$ cat config.mk
export PLATFORM = sky130hd
export DESIGN_NAME = usbirq_top
export DESIGN_NICKNAME = d
export VERILOG_FILES = /design/src/rtl/usbirq_pkg.sv /design/src/rtl/usbirq_sync.sv /design/src/rtl/usbirq_flags.sv /design/src/rtl/usbirq_top.sv
export SDC_FILE = /design/constraint.sdc
export NUM_CORES = 1
export LEC_CHECK = 0
export BUFFER_PORTS_ARGS = -buffer_cell sky130_fd_sc_hd__buf_2
export CAP_MARGIN = 5
export CORE_AREA = 2 2 55 42
export CTS_BUF_LIST = sky130_fd_sc_hd__clkbuf_16
export DETAILED_ROUTE_END_ITERATION = 10
export DIE_AREA = 0 0 57 44
export PLACE_DENSITY = 0.77
export SETUP_SLACK_MARGIN = 0.02
export SYNTH_ARGS = -nofsm -noshare
export SYNTH_HDL_FRONTEND = slang
export SYNTH_HIERARCHICAL = 1
export SYNTH_SLANG_ARGS = --single-unit
$ cat constraint.sdc
create_clock -name clk_i -period 1.5 [get_ports clk_i]
set_input_delay 0.15 -clock clk_i [delete_from_list [all_inputs] [get_ports clk_i]]
set_output_delay 0.15 -clock clk_i [all_outputs]
set_load 0.01 [all_outputs]
$ cat src/rtl/usbirq_pkg.sv
package usbirq_pkg;
  localparam int DATA_W = 8;

  typedef enum logic [1:0] {
    REG_FLAG_EP  = 2'd0,
    REG_FLAG_BUS = 2'd1,
    REG_EN_EP    = 2'd2,
    REG_EN_BUS   = 2'd3
  } reg_sel_e;

  // Constant pattern of the top nibble of the bus flag register
  localparam logic [3:0] BUS_RSVD_HI = 4'b0010;
  localparam int BUS_FLAGS = 2;
endpackage

$ cat src/rtl/usbirq_sync.sv
module usbirq_sync #(
  parameter int STAGES = 2
) (
  input  logic clk_i,
  input  logic rst_ni,
  input  logic d_i,
  output logic q_o
);
  logic [STAGES-1:0] stage_q;

  generate
    if (STAGES == 1) begin : g_one
      always_ff @(posedge clk_i or negedge rst_ni) begin
        if (!rst_ni) stage_q <= '0;
        else         stage_q <= d_i;
      end
    end else begin : g_chain
      always_ff @(posedge clk_i or negedge rst_ni) begin
        if (!rst_ni) stage_q <= '0;
        else         stage_q <= {stage_q[STAGES-2:0], d_i};
      end
    end
  endgenerate

  assign q_o = stage_q[STAGES-1];
endmodule

$ cat src/rtl/usbirq_flags.sv
module usbirq_flags #(
  parameter int W = 4
) (
  input  logic         clk_i,
  input  logic         rst_ni,
  input  logic [W-1:0] set_i,
  input  logic [W-1:0] clr_i,
  output logic [W-1:0] q_o
);
  logic [W-1:0] flag_q;

  // A hardware set outranks a software clear in the same cycle
  always_ff @(posedge clk_i or negedge rst_ni) begin
    if (!rst_ni) flag_q <= '0;
    else         flag_q <= set_i | (flag_q & ~clr_i);
  end

  assign q_o = flag_q;

  generate
    for (genvar i = 0; i < W; i++) begin : g_chk
      a_r2_set_wins: assert property (@(posedge clk_i) disable iff (!rst_ni)
        set_i[i] |=> q_o[i]);
      a_r1_clear: assert property (@(posedge clk_i) disable iff (!rst_ni)
        (clr_i[i] && !set_i[i]) |=> !q_o[i]);
      a_r1_keep: assert property (@(posedge clk_i) disable iff (!rst_ni)
        (!clr_i[i] && !set_i[i]) |=> $stable(q_o[i]));
    end
  endgenerate
endmodule

$ cat src/rtl/usbirq_top.sv
module usbirq_top
  import usbirq_pkg::*;
#(
  parameter int NUM_EP      = 2,
  parameter int SYNC_STAGES = 2
) (
  input  logic              clk_i,
  input  logic              rst_ni,
  input  logic              bus_cs_i,
  input  logic              bus_we_i,
  input  logic [1:0]        bus_addr_i,
  input  logic [DATA_W-1:0] bus_wdata_i,
  output logic [DATA_W-1:0] bus_rdata_o,
  input  logic [NUM_EP-1:0] ep_treq_i,
  input  logic [NUM_EP-1:0] ep_tdone_i,
  input  logic              vbus_i,
  input  logic              susp_mode_i,
  input  logic              susp_det_i,
  input  logic              wake_det_i,
  input  logic              cfg_valid_i,
  output logic              irq_o
);
  localparam int EPW      = 2 * NUM_EP + 1;
  localparam int CONN_BIT = 2 * NUM_EP;
  localparam int EP_PAD   = DATA_W - EPW;

  // Register write decode
  logic wr_en, wr_ep, wr_bus, wr_en_ep, wr_en_bus;
  assign wr_en     = bus_cs_i & bus_we_i;
  assign wr_ep     = wr_en && (bus_addr_i == REG_FLAG_EP);
  assign wr_bus    = wr_en && (bus_addr_i == REG_FLAG_BUS);
  assign wr_en_ep  = wr_en && (bus_addr_i == REG_EN_EP);
  assign wr_en_bus = wr_en && (bus_addr_i == REG_EN_BUS);

  // Bus-power detect: synchronise, then flag any level change
  logic vbus_s, vbus_q, conn_pulse;

  usbirq_sync #(.STAGES(SYNC_STAGES)) u_vbus_sync (
    .clk_i (clk_i),
    .rst_ni(rst_ni),
    .d_i   (vbus_i),
    .q_o   (vbus_s)
  );

  always_ff @(posedge clk_i or negedge rst_ni) begin
    if (!rst_ni) vbus_q <= 1'b0;
    else         vbus_q <= vbus_s;
  end

  assign conn_pulse = vbus_s ^ vbus_q;

  // Endpoint flag bank
  logic [EPW-1:0] set_ep, clr_ep, flag_ep;
  assign set_ep = {conn_pulse, ep_tdone_i, ep_treq_i};
  assign clr_ep = wr_ep ? ~bus_wdata_i[EPW-1:0] : '0;

  usbirq_flags #(.W(EPW)) u_ep_flags (
    .clk_i (clk_i),
    .rst_ni(rst_ni),
    .set_i (set_ep),
    .clr_i (clr_ep),
    .q_o   (flag_ep)
  );

  // Bus event flag bank: bit 0 suspend, bit 1 awake, both gated by suspend mode
  logic [BUS_FLAGS-1:0] set_bus, clr_bus, flag_bus;
  assign set_bus = {wake_det_i & susp_mode_i, susp_det_i & susp_mode_i};
  assign clr_bus = wr_bus ? ~bus_wdata_i[BUS_FLAGS-1:0] : '0;

  usbirq_flags #(.W(BUS_FLAGS)) u_bus_flags (
    .clk_i (clk_i),
    .rst_ni(rst_ni),
    .set_i (set_bus),
    .clr_i (clr_bus),
    .q_o   (flag_bus)
  );

  // Enable registers
  logic [DATA_W-1:0]    en_ep_q;
  logic [BUS_FLAGS-1:0] en_bus_q;

  always_ff @(posedge clk_i or negedge rst_ni) begin
    if (!rst_ni) begin
      en_ep_q  <= '0;
      en_bus_q <= '0;
    end else begin
      if (wr_en_ep)  en_ep_q  <= bus_wdata_i;
      if (wr_en_bus) en_bus_q <= bus_wdata_i[BUS_FLAGS-1:0];
    end
  end

  // Interrupt request
  logic irq_ep, irq_bus;
  assign irq_ep  = |(flag_ep & en_ep_q[EPW-1:0]);
  assign irq_bus = |(flag_bus & en_bus_q);
  assign irq_o   = irq_ep | irq_bus;

  // Read multiplexer
  logic [DATA_W-1:0] rd_ep, rd_bus;

  generate
    if (EP_PAD > 0) begin : g_pad
      assign rd_ep = {{EP_PAD{1'b0}}, flag_ep};
    end else begin : g_full
      assign rd_ep = flag_ep;
    end
  endgenerate

  assign rd_bus = {BUS_RSVD_HI, 1'b0, cfg_valid_i, flag_bus};

  always_comb begin
    case (bus_addr_i)
      REG_FLAG_EP:  bus_rdata_o = rd_ep;
      REG_FLAG_BUS: bus_rdata_o = rd_bus;
      REG_EN_EP:    bus_rdata_o = en_ep_q;
      default:      bus_rdata_o = {{(DATA_W-BUS_FLAGS){1'b0}}, en_bus_q};
    endcase
  end

  // Checks across the decode, gating and synchroniser paths
  a_r5_susp_gate: assert property (@(posedge clk_i) disable iff (!rst_ni)
    $rose(flag_bus[0]) |-> $past(susp_mode_i && susp_det_i));
  a_r6_wake_gate: assert property (@(posedge clk_i) disable iff (!rst_ni)
    $rose(flag_bus[1]) |-> $past(susp_mode_i && wake_det_i));
  a_r8_conn_source: assert property (@(posedge clk_i) disable iff (!rst_ni)
    $rose(flag_ep[CONN_BIT]) |-> $past(vbus_s != vbus_q));
  a_r4_cfg_ro: assert property (@(posedge clk_i) disable iff (!rst_ni)
    (bus_addr_i == REG_FLAG_BUS) |-> (bus_rdata_o[2] == cfg_valid_i));
endmodule

==> report_table.html <==
<table>
<tr><th>Metric</th><th>Value</th></tr>
<tr><th colspan="2">Floorplan</th></tr>
<tr><td>Die outline width</td><td>57 um</td></tr>
<tr><td>Vertical extent of the die</td><td>approximately 44 um</td></tr>
<tr><td>Placeable Area</td><td>around 2000 um2</td></tr>
<tr><td>Total Die Area</td><td>about 2500 um2</td></tr>
<tr><td>Top-level I/O count</td><td>32</td></tr>
<tr><td>Starting density of the core</td><td>roughly 48%</td></tr>
<tr><td>Standard-cell rows</td><td>14</td></tr>
<tr><th colspan="2">Placement</th></tr>
<tr><td>Placed cell count</td><td>131</td></tr>
<tr><td>DP Worst Slack</td><td>0.261 ns</td></tr>
<tr><td>Instance area at placement</td><td>about 1100 um2</td></tr>
<tr><td>Half-perimeter wire length after detailed placement</td><td>around 1400 um</td></tr>
<tr><td>Final weighted congestion of routability-driven global placement</td><td>between 0.8 and 0.9</td></tr>
<tr><td>Port buffer count</td><td>31</td></tr>
<tr><th colspan="2">Worst setup path</th></tr>
<tr><td>Required time reported for the critical path endpoint</td><td>around 1.4 ns</td></tr>
<tr><td>Type of element launching the critical path</td><td>flop</td></tr>
<tr><td>RR Startpoint</td><td>vbus_q</td></tr>
<tr><td>Crit path capture type</td><td>output port</td></tr>
<tr><td>Critical path peak fanout</td><td>3</td></tr>
<tr><td>Crit path DAT</td><td>~1.3 ns</td></tr>
<tr><td>Crit. Startpoint</td><td>u_bus_flags/q_o[1]</td></tr>
<tr><td>Category of the critical setup timing path</td><td>reg -&gt; out</td></tr>
<tr><th colspan="2">CTS</th></tr>
<tr><td>Clock tree root buffer cell</td><td>clkbuf_16</td></tr>
<tr><td>CTS H-Tree Depth</td><td>1</td></tr>
<tr><td>Buffer count from post-CTS setup fixing</td><td>0</td></tr>
<tr><td>Post-CTS resize count</td><td>0</td></tr>
<tr><td>Later-pin clock latency in the skew report</td><td>around 0.25 ns</td></tr>
<tr><td>Clock transition time at the flip-flop clock pins of the worst setup and hold paths</td><td>0.06 ns</td></tr>
<tr><td>Sinks on Clock Net</td><td>20</td></tr>
<tr><td>Number of buffers created by CTS</td><td>3</td></tr>
<tr><td>TritonCTS clock tree</td><td>yes</td></tr>
<tr><td>Maximum root-to-sink buffer count</td><td>2</td></tr>
<tr><th colspan="2">Min path</th></tr>
<tr><td>Hold Path Origin</td><td>ep_tdone_i[0]</td></tr>
<tr><td>Worst hold path class</td><td>in -&gt; reg</td></tr>
<tr><th colspan="2">Drt</th></tr>
<tr><td>ANT nets after route</td><td>0</td></tr>
<tr><td>Final routed wirelength across all metal layers</td><td>around 1900 um</td></tr>
<tr><td>Post-DR wirelength/cell</td><td>13.6 um</td></tr>
<tr><td>Number of violations reported at the end of detailed-routing iteration 0</td><td>18</td></tr>
<tr><td>Post-detailed-route via-to-cell ratio</td><td>5.36</td></tr>
<tr><td>DRC</td><td>0</td></tr>
<tr><td>Number of vias in the routed layout</td><td>735</td></tr>
<tr><td>Pre-antenna DRT Iters</td><td>4</td></tr>
<tr><th colspan="2">Logic synthesis</th></tr>
<tr><td>Post-Synthesis Cells</td><td>78</td></tr>
<tr><td>Top_reg_cell synth</td><td>dfrtp_1</td></tr>
<tr><td>Ys async rst share</td><td>100%</td></tr>
<tr><td>Nets in the synthesized netlist</td><td>101</td></tr>
<tr><td>Unique cell type count in the Yosys netlist</td><td>22</td></tr>
<tr><td>Number of synthesis warnings</td><td>6</td></tr>
<tr><td>Number of synthesized flops with an enable pin</td><td>0</td></tr>
<tr><td>Sequential fraction of the synthesis area</td><td>51.9%</td></tr>
<tr><td>Mean instance size in the synthesized netlist</td><td>12.4 um2</td></tr>
<tr><td>Synthesized cell area</td><td>about 960 um2</td></tr>
<tr><td>FF+latch count, synth</td><td>20</td></tr>
<tr><th colspan="2">Layout</th></tr>
<tr><td>Final layout net count</td><td>approximately 140</td></tr>
<tr><td>Cell area after layout</td><td>approximately 1300 um2</td></tr>
<tr><td>Share of post-route cells with drive strength above 1</td><td>42.5%</td></tr>
<tr><td>Leading cell types in the layout, fill and taps excluded</td><td>buf_2, dfrtp_1, mux2_2, a21o_1</td></tr>
<tr><td>Area added between synthesis and finish</td><td>30.5%</td></tr>
<tr><td>Final antenna diode count</td><td>0</td></tr>
<tr><td>Count of fill cells added during filler insertion</td><td>172</td></tr>
<tr><td>Commonest non-fill, non-tap cell in the layout</td><td>buf_2</td></tr>
<tr><td>Final cell count without fillers</td><td>137</td></tr>
<tr><th colspan="2">Global routing</th></tr>
<tr><td>Number of antenna violations at the first check in global routing</td><td>0</td></tr>
<tr><td>Vias in the first global route</td><td>about 730</td></tr>
<tr><td>Wire length of the first global-routing pass</td><td>around 3200 um</td></tr>
<tr><td>Global Route Usage Sum</td><td>around 17%</td></tr>
<tr><td>GR met2 Demand/Resource</td><td>between 20% and 30%</td></tr>
<tr><td>Pin count of the biggest net entering global routing</td><td>21</td></tr>
<tr><td>Met1 GRT Util</td><td>21.2%</td></tr>
<tr><td>Peak-usage layer in the global routing report</td><td>met2</td></tr>
<tr><td>Grt met3 use</td><td>under 10%</td></tr>
<tr><td>Total global routing overflow</td><td>0</td></tr>
<tr><th colspan="2">Job</th></tr>
<tr><td>Max-capacitance violation count</td><td>0</td></tr>
<tr><th colspan="2">STA</th></tr>
<tr><td>Slew at the pin with the worst max-slew slack</td><td>0.449 ns</td></tr>
<tr><td>Worst setup skew after layout</td><td>around 0.000084 ns</td></tr>
<tr><td>Max-Slew Margin vs Limit</td><td>roughly 70%</td></tr>
<tr><td>Max frequency</td><td>0.673 GHz</td></tr>
<tr><td>Number of hold violations in the final report</td><td>0</td></tr>
<tr><td>Period utilisation layout</td><td>a little under 100%</td></tr>
<tr><td>RSZ-0062 raised after global routing</td><td>yes</td></tr>
<tr><td>Number of max-slew violations in the final report</td><td>0</td></tr>
<tr><td>Setup violation total in the final timing report</td><td>0</td></tr>
<tr><td>Total negative slack</td><td>0 ns</td></tr>
<tr><td>Time the worst path needs with I/O delays and setup</td><td>1.49 ns</td></tr>
<tr><td>Post-route worst setup slack</td><td>0.0133 ns</td></tr>
<tr><th colspan="2">Run status</th></tr>
<tr><td>Outcome</td><td>complete, no violations</td></tr>
<tr><th colspan="2">Power and ir drop</th></tr>
<tr><td>Maximum vdd ir drop</td><td>0.976 mV</td></tr>
<tr><td>Total power</td><td>1.62 mW</td></tr>
<tr><td>Power density relative to cell area</td><td>roughly 1300 nW/um2</td></tr>
<tr><td>Static power due to leakage</td><td>~0.57 nW</td></tr>
</table>
flip-flops by register name (all words and copies together), names as in the netlist:
name and count:
en_bus_q 2, en_ep_q 8, u_bus_flags/q_o 2, u_ep_flags/q_o 5, u_vbus_sync/stage_q 2, vbus_q 1
through the flow:
step	utilization, %	hold WS [ns]
after floorplan	-	-0.146
after global placement	56.7	0.117
after detailed placement	56.7	0.123
after CTS	63.0	0.0698
after global routing	63.0	0.0728
final	63.0	0.0718
cells in the mapped netlist (all sizes together) (2+ instances only):
cell type / instances / area share [%]
and2: 4 / 2.6
a21o: 8 / 6.2
a22oi: 2 / 1.6
dfrtp: 20 / 52
mux2i: 3 / 3.1
nor2: 7 / 2.7
nor3: 2 / 1.0
mux4: 2 / 4.7
nor2b: 2 / 1.3
inv: 7 / 2.7
mux2: 10 / 12
buf: 2 / 1.7
area by class of cell:
cell class,count,area (um2),area share [%]
clock buffers,3,75.1,5.97
multi-input cells,49,420,33.4
clock inverters,1,30.0,2.39
flip-flops and latches,20,500,39.8
well taps,24,30.0,2.39
inverters,7,26.3,2.09
repair buffers,33,175,13.9
final timing paths:
check	slack, ns	cells after the start	end
max	0.01	3	irq_o
min	0.07	2	u_ep_flags/q_o[2]
max reg2reg	0.71	2	u_ep_flags/q_o[4]
min reg2reg	0.35	0	u_vbus_sync/stage_q[1]
max in group asynchronous	0.81	2	en_ep_q[5]
min in group asynchronous	0.38	2	u_ep_flags/q_o[3]
cells by family after synthesis:
group                     count (synthesis)  share of synthesized area, %
buffers and inverters                     9                          4.42
xor gates and xnor gates                  1                         0.909
muxes                                    15                          19.5
AOI/OAI and AO/OA                        12                          9.74
DFF                                      20                          51.9
and+or+nand+nor                          21                          13.5
critical path, cell delays in order, from the launching register on:
cell      delay, ns
dfrtp_1        0.40
a222oi_1       0.41
nand3_1        0.12
buf_2          0.16
routing by layer:
layer  routed length (um)  up-vias
li1                     -      342
met1                  774      359
met2                  931       32
met3                  145        2
met4                   11        0
met5                    0        -
power by group:
group | switching, mW | leakage [nW] | internal [mW]
Sequential | 0.0451 | 0.218 | 0.610
Combinational | 0.100 | 0.305 | 0.134
Clock | 0.201 | 0.0511 | 0.529
Total | 0.346 | 0.575 | 1.27
repair_timing:
action,4_1_cts,5_1_grt
endpoints found under the setup margin,0,1
hold buffers,2,0
endpoints found under the hold margin,21,0
No activity file was read; power rests on OpenSTA's default activity.
